**src/rtl/sdc_pkg.sv**
```systemverilog
package sdc_pkg;

  // {cs_n, ras_n, cas_n, we_n}
  typedef enum logic [3:0] {
    CMD_MRS   = 4'b0000,
    CMD_REF   = 4'b0001,
    CMD_PRE   = 4'b0010,
    CMD_ACT   = 4'b0011,
    CMD_WRITE = 4'b0100,
    CMD_READ  = 4'b0101,
    CMD_BST   = 4'b0110,
    CMD_NOP   = 4'b0111,
    CMD_DESEL = 4'b1111
  } sd_cmd_e;

  typedef enum logic [1:0] {
    ST_IDLE,
    ST_ACTW,
    ST_PREW,
    ST_RPW
  } sdc_state_e;

  // Round a picosecond limit up to whole clock cycles.
  function automatic int ps_to_cyc(input int ps, input int clk_ps);
    return (ps + clk_ps - 1) / clk_ps;
  endfunction

endpackage

```
**src/rtl/sdc_gap_timer.sv**
```systemverilog
module sdc_gap_timer #(
  parameter int W = 4
) (
  input  logic         clk,
  input  logic         rst_n,
  input  logic         load,
  input  logic [W-1:0] val,
  output logic         done
);

  logic [W-1:0] left_q;

  always_ff @(posedge clk) begin
    if (!rst_n)              left_q <= '0;
    else if (load)           left_q <= val;
    else if (left_q != '0)   left_q <= left_q - 1'b1;
  end

  assign done = (left_q == '0);

endmodule

```
**src/rtl/sdc_refresh_timer.sv**
```systemverilog
module sdc_refresh_timer #(
  parameter int INTERVAL = 2083
) (
  input  logic clk,
  input  logic rst_n,
  input  logic ack,
  output logic due
);

  localparam int CW = $clog2(INTERVAL + 1);

  logic [CW-1:0] cnt_q;
  logic          due_q;

  always_ff @(posedge clk) begin
    if (!rst_n) begin
      cnt_q <= '0;
      due_q <= 1'b0;
    end else begin
      if (cnt_q == CW'(INTERVAL - 1)) begin
        cnt_q <= '0;
        due_q <= 1'b1;
      end else begin
        cnt_q <= cnt_q + 1'b1;
        if (ack) due_q <= 1'b0;
      end
    end
  end

  assign due = due_q;

endmodule

```
**src/rtl/sdc_rdpipe.sv**
```systemverilog
module sdc_rdpipe #(
  parameter int CL = 3,
  parameter int DW = 16
) (
  input  logic          clk,
  input  logic          rst_n,
  input  logic          issue,
  input  logic [DW-1:0] dq_in,
  output logic          busy,
  output logic          rsp_valid,
  output logic [DW-1:0] rsp_data
);

  logic [CL:0]   pipe_q;
  logic          vld_q;
  logic [DW-1:0] data_q;

  always_ff @(posedge clk) begin
    if (!rst_n) begin
      pipe_q <= '0;
      vld_q  <= 1'b0;
      data_q <= '0;
    end else begin
      pipe_q <= {pipe_q[CL-1:0], issue};
      vld_q  <= pipe_q[CL];
      if (pipe_q[CL]) data_q <= dq_in;
    end
  end

  assign busy      = |pipe_q[CL-1:0];
  assign rsp_valid = vld_q;
  assign rsp_data  = data_q;

endmodule

```
**src/rtl/sdc_ctrl.sv**
```systemverilog
module sdc_ctrl
  import sdc_pkg::*;
#(
  parameter int CLK_PS    = 7500,
  parameter int T_RCD_PS  = 20000,
  parameter int T_RAS_PS  = 45000,
  parameter int T_RC_PS   = 67500,
  parameter int T_REFI_PS = 15625000,
  parameter int RP_CYC    = 3,
  parameter int CAS_LAT   = 3,
  parameter int BANK_W    = 2,
  parameter int ROW_W     = 12,
  parameter int COL_W     = 9,
  parameter int DW        = 16
) (
  input  logic                            clk,
  input  logic                            rst_n,
  input  logic                            req_valid,
  output logic                            req_ready,
  input  logic                            req_write,
  input  logic [BANK_W+ROW_W+COL_W-1:0]   req_addr,
  input  logic [DW-1:0]                   req_wdata,
  output logic                            rsp_valid,
  output logic [DW-1:0]                   rsp_rdata,
  output logic                            sd_cs_n,
  output logic                            sd_ras_n,
  output logic                            sd_cas_n,
  output logic                            sd_we_n,
  output logic [BANK_W-1:0]               sd_ba,
  output logic [ROW_W-1:0]                sd_addr,
  output logic [DW/8-1:0]                 sd_dqm,
  output logic [DW-1:0]                   sd_dq_out,
  output logic                            sd_dq_oe,
  input  logic [DW-1:0]                   sd_dq_in
);

  localparam int RCD_C  = ps_to_cyc(T_RCD_PS, CLK_PS);
  localparam int RAS_C  = ps_to_cyc(T_RAS_PS, CLK_PS);
  localparam int RC_C   = ps_to_cyc(T_RC_PS, CLK_PS);
  localparam int REFI_C = T_REFI_PS / CLK_PS;
  localparam int TM1    = (RC_C > RAS_C) ? RC_C : RAS_C;
  localparam int TM2    = (TM1 > RCD_C) ? TM1 : RCD_C;
  localparam int TMAX   = (TM2 > RP_CYC) ? TM2 : RP_CYC;
  localparam int TW     = $clog2(TMAX + 1);
  localparam int NT     = 4;
  localparam int TI_RCD = 0;
  localparam int TI_RAS = 1;
  localparam int TI_RC  = 2;
  localparam int TI_RP  = 3;
  localparam int AP_BIT = 10;

  sdc_state_e state_q, state_n;
  logic              wr_q;
  logic [BANK_W-1:0] bank_q;
  logic [COL_W-1:0]  col_q;
  logic [DW-1:0]     data_q;

  sd_cmd_e           cmd_q, cmd_n;
  logic [BANK_W-1:0] ba_q, ba_n;
  logic [ROW_W-1:0]  addr_q, addr_n;
  logic              oe_q, oe_n;
  logic [DW-1:0]     dout_q;
  logic [DW/8-1:0]   dqm_q, dqm_n;

  logic [NT-1:0]         t_load, t_done;
  logic [NT-1:0][TW-1:0] t_val;
  logic ref_due, ref_ack, rd_issue, rd_busy, accept;

  assign t_val[TI_RCD] = TW'(RCD_C - 1);
  assign t_val[TI_RAS] = TW'(RAS_C - 1);
  assign t_val[TI_RC]  = TW'(RC_C - 1);
  assign t_val[TI_RP]  = TW'(RP_CYC - 1);

  for (genvar g = 0; g < NT; g++) begin : g_tmr
    sdc_gap_timer #(.W(TW)) u_tmr (
      .clk(clk), .rst_n(rst_n), .load(t_load[g]), .val(t_val[g]), .done(t_done[g])
    );
  end

  sdc_refresh_timer #(.INTERVAL(REFI_C)) u_ref (
    .clk(clk), .rst_n(rst_n), .ack(ref_ack), .due(ref_due)
  );

  sdc_rdpipe #(.CL(CAS_LAT), .DW(DW)) u_rd (
    .clk(clk), .rst_n(rst_n), .issue(rd_issue), .dq_in(sd_dq_in),
    .busy(rd_busy), .rsp_valid(rsp_valid), .rsp_data(rsp_rdata)
  );

  assign req_ready = (state_q == ST_IDLE) && t_done[TI_RC] && !ref_due;
  assign accept    = req_valid && req_ready;

  always_comb begin
    state_n  = state_q;
    cmd_n    = CMD_DESEL;
    ba_n     = '0;
    addr_n   = '0;
    oe_n     = 1'b0;
    t_load   = '0;
    ref_ack  = 1'b0;
    rd_issue = 1'b0;
    case (state_q)
      ST_IDLE: begin
        if (ref_due) begin
          state_n = ST_PREW;
        end else if (accept) begin
          cmd_n          = CMD_ACT;
          ba_n           = req_addr[COL_W+ROW_W +: BANK_W];
          addr_n         = req_addr[COL_W +: ROW_W];
          t_load[TI_RCD] = 1'b1;
          t_load[TI_RAS] = 1'b1;
          t_load[TI_RC]  = 1'b1;
          state_n        = ST_ACTW;
        end
      end
      ST_ACTW: begin
        if (t_done[TI_RCD]) begin
          cmd_n          = wr_q ? CMD_WRITE : CMD_READ;
          ba_n           = bank_q;
          addr_n         = ROW_W'(col_q);
          addr_n[AP_BIT] = 1'b1;
          oe_n           = wr_q;
          rd_issue       = !wr_q;
          state_n        = ST_IDLE;
        end
      end
      ST_PREW: begin
        if (t_done[TI_RAS]) begin
          cmd_n          = CMD_PRE;
          addr_n[AP_BIT] = 1'b1;
          t_load[TI_RP]  = 1'b1;
          state_n        = ST_RPW;
        end
      end
      default: begin
        if (t_done[TI_RP] && t_done[TI_RC]) begin
          cmd_n         = CMD_REF;
          t_load[TI_RC] = 1'b1;
          ref_ack       = 1'b1;
          state_n       = ST_IDLE;
        end
      end
    endcase
    dqm_n = (cmd_n == CMD_READ || cmd_n == CMD_WRITE || rd_busy) ? '0 : '1;
  end

  always_ff @(posedge clk) begin
    if (!rst_n) begin
      state_q <= ST_IDLE;
      wr_q    <= 1'b0;
      bank_q  <= '0;
      col_q   <= '0;
      data_q  <= '0;
      cmd_q   <= CMD_DESEL;
      ba_q    <= '0;
      addr_q  <= '0;
      oe_q    <= 1'b0;
      dout_q  <= '0;
      dqm_q   <= '1;
    end else begin
      state_q <= state_n;
      if (accept) begin
        wr_q   <= req_write;
        bank_q <= req_addr[COL_W+ROW_W +: BANK_W];
        col_q  <= req_addr[COL_W-1:0];
        data_q <= req_wdata;
      end
      cmd_q  <= cmd_n;
      ba_q   <= ba_n;
      addr_q <= addr_n;
      oe_q   <= oe_n;
      dout_q <= oe_n ? data_q : '0;
      dqm_q  <= dqm_n;
    end
  end

  assign {sd_cs_n, sd_ras_n, sd_cas_n, sd_we_n} = cmd_q;
  assign sd_ba     = ba_q;
  assign sd_addr   = addr_q;
  assign sd_dqm    = dqm_q;
  assign sd_dq_out = dout_q;
  assign sd_dq_oe  = oe_q;

endmodule

```
**config.mk**
```make
export PLATFORM = sky130hd
export DESIGN_NAME = sdc_ctrl
export DESIGN_NICKNAME = d
export VERILOG_FILES = /design/src/rtl/sdc_pkg.sv /design/src/rtl/sdc_gap_timer.sv /design/src/rtl/sdc_refresh_timer.sv /design/src/rtl/sdc_rdpipe.sv /design/src/rtl/sdc_ctrl.sv
export SDC_FILE = /design/constraint.sdc
export NUM_CORES = 1
export LEC_CHECK = 0
export BUFFER_PORTS_ARGS = -buffer_cell sky130_fd_sc_hd__buf_4
export CORE_ASPECT_RATIO = 0.75
export CORE_MARGIN = 10
export CORE_UTILIZATION = 53
export DETAILED_ROUTE_END_ITERATION = 8
export HOLD_SLACK_MARGIN = 0.1
export MAX_ROUTING_LAYER = met4
export PLACE_DENSITY = 0.76
export RECOVER_POWER = 50
export SLEW_MARGIN = 10
export SYNTH_ARGS = -nofsm -noshare
export SYNTH_HDL_FRONTEND = slang
export SYNTH_HIERARCHICAL = 1
export SYNTH_SLANG_ARGS = --single-unit
```
**constraint.sdc**
```tcl
create_clock -name clk -period 3 [get_ports clk]
set_input_delay 0.3 -clock clk [delete_from_list [all_inputs] [get_ports clk]]
set_output_delay 0.3 -clock clk [all_outputs]
set_load 0.05 [all_outputs]
```
# After elaboration in Yosys (flattened, before gate mapping)
# Cells that the tools add are included.
# W data, S select, Z words.
[totals]
regBits = 117
ram_bits = 0
output_inout_bits = 55
n_memories = 0
latch_bits = 0
word_cells = 117
romBits = 0
inputBits = 59
[classes]
n_eq_ne = 8
n_bitwise = 1
n_div = 0
n_addsub = 5
n_lt_le_gt_ge = 0
n_reduce_logical = 34
shift = 0
multipliers = 0
muxes = 44
[op_table]
columns = ["operator", "n"]
rows = [
  ["$mux W2", 14],
  ["$mux W4", 7],
  ["$mux W12", 2],
  ["$pmux W10 S2", 1],
  ["$reduce_bool A4 Y1", 5],
  ["$logic_not A4 Y1", 4],
  ["$sub A4 B1 Y4 const B", 4],
  ["$add A12 B1 Y12 const B", 1],
  ["$eq A12 B12 Y1 const B", 1],
  ["$mux W3", 4],
  ["$pmux W4 S3", 1],
  ["$reduce_or A2 Y1", 6],
  ["$mux W11", 1],
  ["$reduce_bool A2 Y1", 5],
  ["$mux W1", 9],
  ["$eq A4 B3 Y1 const B", 2],
  ["$pmux W2 S3", 1],
  ["$reduce_or A3 Y1", 2],
  ["$logic_and A1 B1 Y1", 4],
  ["$ne A2 B1 Y1 const B", 2],
  ["$pmux W1 S2", 2],
  ["$pmux W2 S2", 1],
  ["$reduce_and A4 Y1", 1],
  ["$ne A3 B2 Y1 const B", 1],
  ["other kinds (9)", 11],
]

# Longest topological paths before layout
[depth]
ltp_word = 11
mapped_depth = 9
depth_no_buf = 7

# Modules after synthesis
# The synthesis kept the hierarchy.
[by_module_without_submodules]
columns = ["module", "area_each_um2", "cells_each", "instances", "seq_area_each_um2"]
rows = [
  ["sdc_ctrl", 2348.5, 260, 1, 1321.3],
  ["sdc_gap_timer", 230.2, 23, 4, 80.1],
  ["sdc_rdpipe", 758.2, 63, 1, 420.4],
  ["sdc_refresh_timer", 598.1, 63, 1, 260.2],
]

# Least setup slack after synthesis
# No wires, ideal clock.
[synth_timing]
kind = "register to register"
startpoint = "register g_tmr[2].u_tmr.left_q[0]"
endpoint = "register g_tmr[2].u_tmr.left_q[3]"
stages_incl_launch_ff = 9
t_required_ps = 2867
arrival_time_ps = 1968
period_less_slack_ps = 2101
n_path_buf = 1
setup_ps = 133
path_slack_ps = 899
cell_sequence = "dfxtp_1 > inv_1 > ha_1 > nor3b_4 > nand4b_1 > buf_2 > o21ai_0 > nand2b_1 > o31ai_1"
[synth_via]
elab_chain_len = 8
word_cells_on_any_way = 14
cone_classes = "add/sub (1); mux (6); reduce/logical (7)"
[synth_rtl]
columns = ["item", "line_no", "source"]
rows = [
  ["from (decl)", "sdc_gap_timer.sv:11", "logic [W-1:0] left_q;"],
  ["from (signal assigned)", "sdc_gap_timer.sv:15", "else if (load) left_q <= val;"],
  ["from (signal assigned)", "sdc_gap_timer.sv:16", "else if (left_q != '0) left_q <= left_q - 1'b1;"],
  ["$logic_not A4 Y1 *", "sdc_gap_timer.sv:19", "assign done = (left_q == '0);"],
  ["net t_done[2]", "sdc_ctrl.sv:65", "logic [NT-1:0] t_load, t_done;"],
  ["$logic_and A1 B1 Y1 (2 in series)", "sdc_ctrl.sv:89", "assign req_ready = (state_q == ST_IDLE) && t_done[TI_RC] && !ref_due;"],
  ["$logic_and A1 B1 Y1", "sdc_ctrl.sv:90", "assign accept = req_valid && req_ready;"],
  ["$mux W3", "sdc_ctrl.sv:105", "end else if (accept) begin"],
  ["$mux W3", "sdc_ctrl.sv:103", "if (ref_due) begin"],
  ["$pmux W1 S2 *", "sdc_ctrl.sv:101", "case (state_q)"],
  ["net t_load[2]", "sdc_ctrl.sv:65", ""],
  ["$mux W4 or $reduce_bool A2 Y1 (tied branches)", "-", ""],
]
# The timed path passes the listed nets; every way through them passes the cells marked *. The select of a mux whose other input is x is not followed.
# A chain may end at the register's enable or synchronous reset.

# Final worst setup path
[layout_timing]
startpoint = "register g_tmr[2].u_tmr.left_q[0]"
endpoint = "register ba_q[0] (netlist: sd_ba[0])"
[layout_via]
elab_chain_len = 7
[layout_rtl]
columns = ["item", "line_no", "source"]
rows = [
  ["$logic_not A4 Y1", "sdc_gap_timer.sv:19", ""],
  ["net t_done[2]", "sdc_ctrl.sv:65", ""],
  ["$logic_and A1 B1 Y1 (2 in series)", "sdc_ctrl.sv:89", ""],
  ["$logic_and A1 B1 Y1", "sdc_ctrl.sv:90", ""],
  ["$mux W2", "sdc_ctrl.sv:105", ""],
  ["$mux W2", "sdc_ctrl.sv:103", ""],
  ["$pmux W2 S2", "sdc_ctrl.sv:101", ""],
  ["to (signal assigned)", "sdc_ctrl.sv:168", "ba_q <= ba_n;"],
  ["to (decl)", "sdc_ctrl.sv:59", "logic [BANK_W-1:0] ba_q, ba_n;"],
]
# The timed path passes the listed nets, and every way through them passes these cells.

==> results.sh <==
export IMPL_status="complete, no violations"
export IMPL_finClkSkew_ns=0.00969
export IMPL_htreeDepth=4
export IMPL_synth_top_family_by_area="simple AND/OR/NAND/NOR gates"
export IMPL_clkTransAtPathRegs_ns=0.06
export IMPL_cp_arrival_ns=2.67
export IMPL_cts_hold_buf=0
export IMPL_finalCriticalPeriod_ns=2.34
export IMPL_placed_cells=695
export IMPL_via_per_inst=5.02
export IMPL_vias=3647
export IMPL_drt_total_wl_um=11100
export IMPL_peakVddDrop_mv=0.532
export IMPL_fin_ws_ns=0.662
export IMPL_die_w_um=128
export IMPL_cts_setup_buffers=0
export IMPL_min_delay_start="req_addr[18]"
export IMPL_overflow=0
export IMPL_synth_xor_area_share_pct=2.08
export IMPL_final_design_area_no_fill_um2=5930
export IMPL_synth_async_sr_flop_share_pct=0
export IMPL_ys_seq_area_share_pct=50.2
export IMPL_maxSlewViolCount=0
export IMPL_cts_tree="done"
export IMPL_ios=114
export IMPL_first_global_vias=3620
export IMPL_cts_root_buf="clkbuf_16"
export IMPL_yosysMostFrequentCell="dfxtp_1"
export IMPL_reg2reg_from="g_tmr[2].u_tmr/left_q[0]"
export IMPL_yosysTopAreaCell="dfxtp_1"
export IMPL_grt_pass1_wl_um=17800
export IMPL_synth_cells=478
export IMPL_path_class="flop to flop"
export IMPL_dieArea_um2=12900
export IMPL_clk_path_buf_depth=2
export IMPL_diodes=0
export IMPL_syn_avg_cell_area_um2=9.68
export IMPL_grt_max_degree=54
export IMPL_clock_fmax_mhz=428
export IMPL_numClockSinks=116
export IMPL_hpwl_um=7900
export IMPL_portBuffers=113
export IMPL_place_area_um2=5540
export IMPL_final_cells=727
export IMPL_pre_cts_ws_ns=0.677
export IMPL_cts_made_buffers=17
export IMPL_yosys_warnings=6
export IMPL_syn_area_um2=4630
export IMPL_nFillCells=695
export IMPL_fin_setup_tns_ns=0
export IMPL_synth_seq_cells=116
export IMPL_cp_start_kind="flop"
export IMPL_synth_top_flop_cell="dfxtp_1"
export IMPL_cts_resized=0
export IMPL_rsz0062_at_grt="no"
export IMPL_gp_congestion=0.776
export IMPL_hold_path_class="input pin to flop"
export IMPL_fin_nets=676
export IMPL_p_leak_nw=2.37
export IMPL_core_area_um2=8490
export IMPL_wl_per_cell_um=15.2
export IMPL_synth_top_area_share_pct=50.2
export IMPL_synth_edf_count=0
export IMPL_drv_cap=0
export IMPL_synthTopCellsByCount="116 x dfxtp_1, 72 x nand2_1, 40 x a21oi_1, 23 x and2_1"
export IMPL_grt_use_total_pct=17.3
export IMPL_synth_adder_area_share_pct=2.98
export IMPL_powerDensity_nw_per_um2=909
export IMPL_synth_compound_area_share_pct=11.7
export IMPL_drc_errors=0
export IMPL_drive_above_1_share_pct=18.6
export IMPL_synth_area_leaders="dfxtp_1 50%, nand2_1 5.8%, mux2i_1 4.5%, a21oi_1 4.3%, and2_1 3.1%"
export IMPL_path_max_fanout=37
export IMPL_clock_latency_ns=0.40
export IMPL_start_util_pct=54.5
export IMPL_area_delta_synth_final_pct=28.2
export IMPL_antenna_found_initial=0
export IMPL_cp_startpoint="g_tmr[2].u_tmr/left_q[0]"
export IMPL_worstPathRequired_ns=3.33
export IMPL_die_h_um=101
export IMPL_muxShareOfSynthArea_pct=5.52
export IMPL_slew_headroom_pct=38.1
export IMPL_finalCritPeriodShare_pct=77.9
export IMPL_rows=29
export IMPL_worst_pin_slew_ns=0.928
export IMPL_final_hold_viol_count=0
export IMPL_ys_types=49
export IMPL_setup_viol=0
export IMPL_antenna_left=0
export IMPL_first_pass_iters=4
export IMPL_endpoint_kind="flop"
export IMPL_drt_iter0_markers=334
export IMPL_synth_simple_gate_area_share_pct=22.9
final cells by class:
class                      count  area, um^2  share of cell area (%)
timing repair buffer         117         676                    11.4
clock inverter                15         195                    3.29
tap                          108         135                    2.28
inverter                      14        52.6                   0.886
sequential                   116        2320                    39.1
multi-input combinational    340        2130                    35.8
clock buffer                  17         425                    7.17
logic make-up (layout without fill, tap and decap cells):
kind of cell,Yosys count,in the layout
xor+xnor,11,11
other cells,2,16
flops,116,116
fa+ha+maj,11,11
buf+inv,36,163
simple gates,194,194
mux,25,25
compound gates,83,83
sequential cells by signal, summed over array words and instances (netlist names), 2 cells and up:
register            flops
u_rd/rsp_data          16
sd_ba                   2
sd_addr                12
cmd_q                   4
col_q                   9
sd_dq_out              16
state_q                 2
bank_q                  2
g_tmr.u_tmr/left_q     16
data_q                 16
u_ref/cnt_q            12
u_rd/pipe_q             4
critical path, stage by stage, from the launching register on:
cell and delay [ns]:
dfxtp_1 0.32, inv_1 0.09, ha_1 0.19, nor3b_4 0.39, nand4b_1 0.24, inv_2 0.50, buf_4 0.30, nand2_1 0.10
a21oi_1 0.13
metal layers:
| layer | routed length (um) | up-vias | GRT usage, % | part of all wire (%) |
|---|---|---|---|---|
| met4 | 90 | 0 | 5.96 | 0.81 |
| met5 | 0 | - | - | 0 |
| met1 | 5090 | 1680 | 20.7 | 46 |
| met2 | 5240 | 86 | 27.2 | 47 |
| li1 | - | 1871 | - | - |
| met3 | 650 | 10 | 5.36 | 5.9 |
per-stage QoR:
step	util [%]	total power, mW	hold WS, ns
after floorplan	-	3.07	0.418
after global placement	65.3	3.37	0.435
after detailed placement	65.3	3.42	0.440
after CTS	72.6	5.52	0.119
after global routing	69.9	5.66	0.143
final	69.9	5.39	0.126
worst paths after layout:
check / end / slack, ns / cells after the start
max reg2reg: sd_ba[0] / 0.66 / 8
min reg2reg: sd_dq_out[2] / 0.45 / 1
max: sd_ba[0] / 0.66 / 8
min: sd_addr[9] / 0.13 / 3
cell usage in the layout, fill, tap and decap left out, types with 3 or more instances in the layout:
master      synthesis  final
mux2_2              4      4
dfxtp_1           116    116
nor3_1              3      3
clkinvlp_4          0      3
nand2_1            72     72
nor2_1             19     19
inv_6               0      3
or4_1               4      4
inv_1              13     13
a21oi_1            40     40
o211a_1             5      5
nand2b_1            9      9
nor3_2              4      4
a22oi_1             9      9
conb_1              2     16
o21ai_0             7      9
xnor2_1             9      9
clkbuf_1            6     54
o31ai_1             7      7
ha_1               11     11
inv_8               0      3
mux2i_1            21     21
o21ai_1             4      3
bufinv_16           0      3
buf_4               1     63
o21ai_2             4      3
and2_1             23     21
nand3_1            18     18
nor2b_1            21     21
or3_1               5      5
clkbuf_16           0     17
power breakdown:
group	switching, mW	leakage, nW	internal (mW)
registers	0.142	0.943	1.77
logic	0.855	1.13	0.547
clock network	0.754	0.296	1.33
Note: power is estimated with default switching activity, not from simulation.
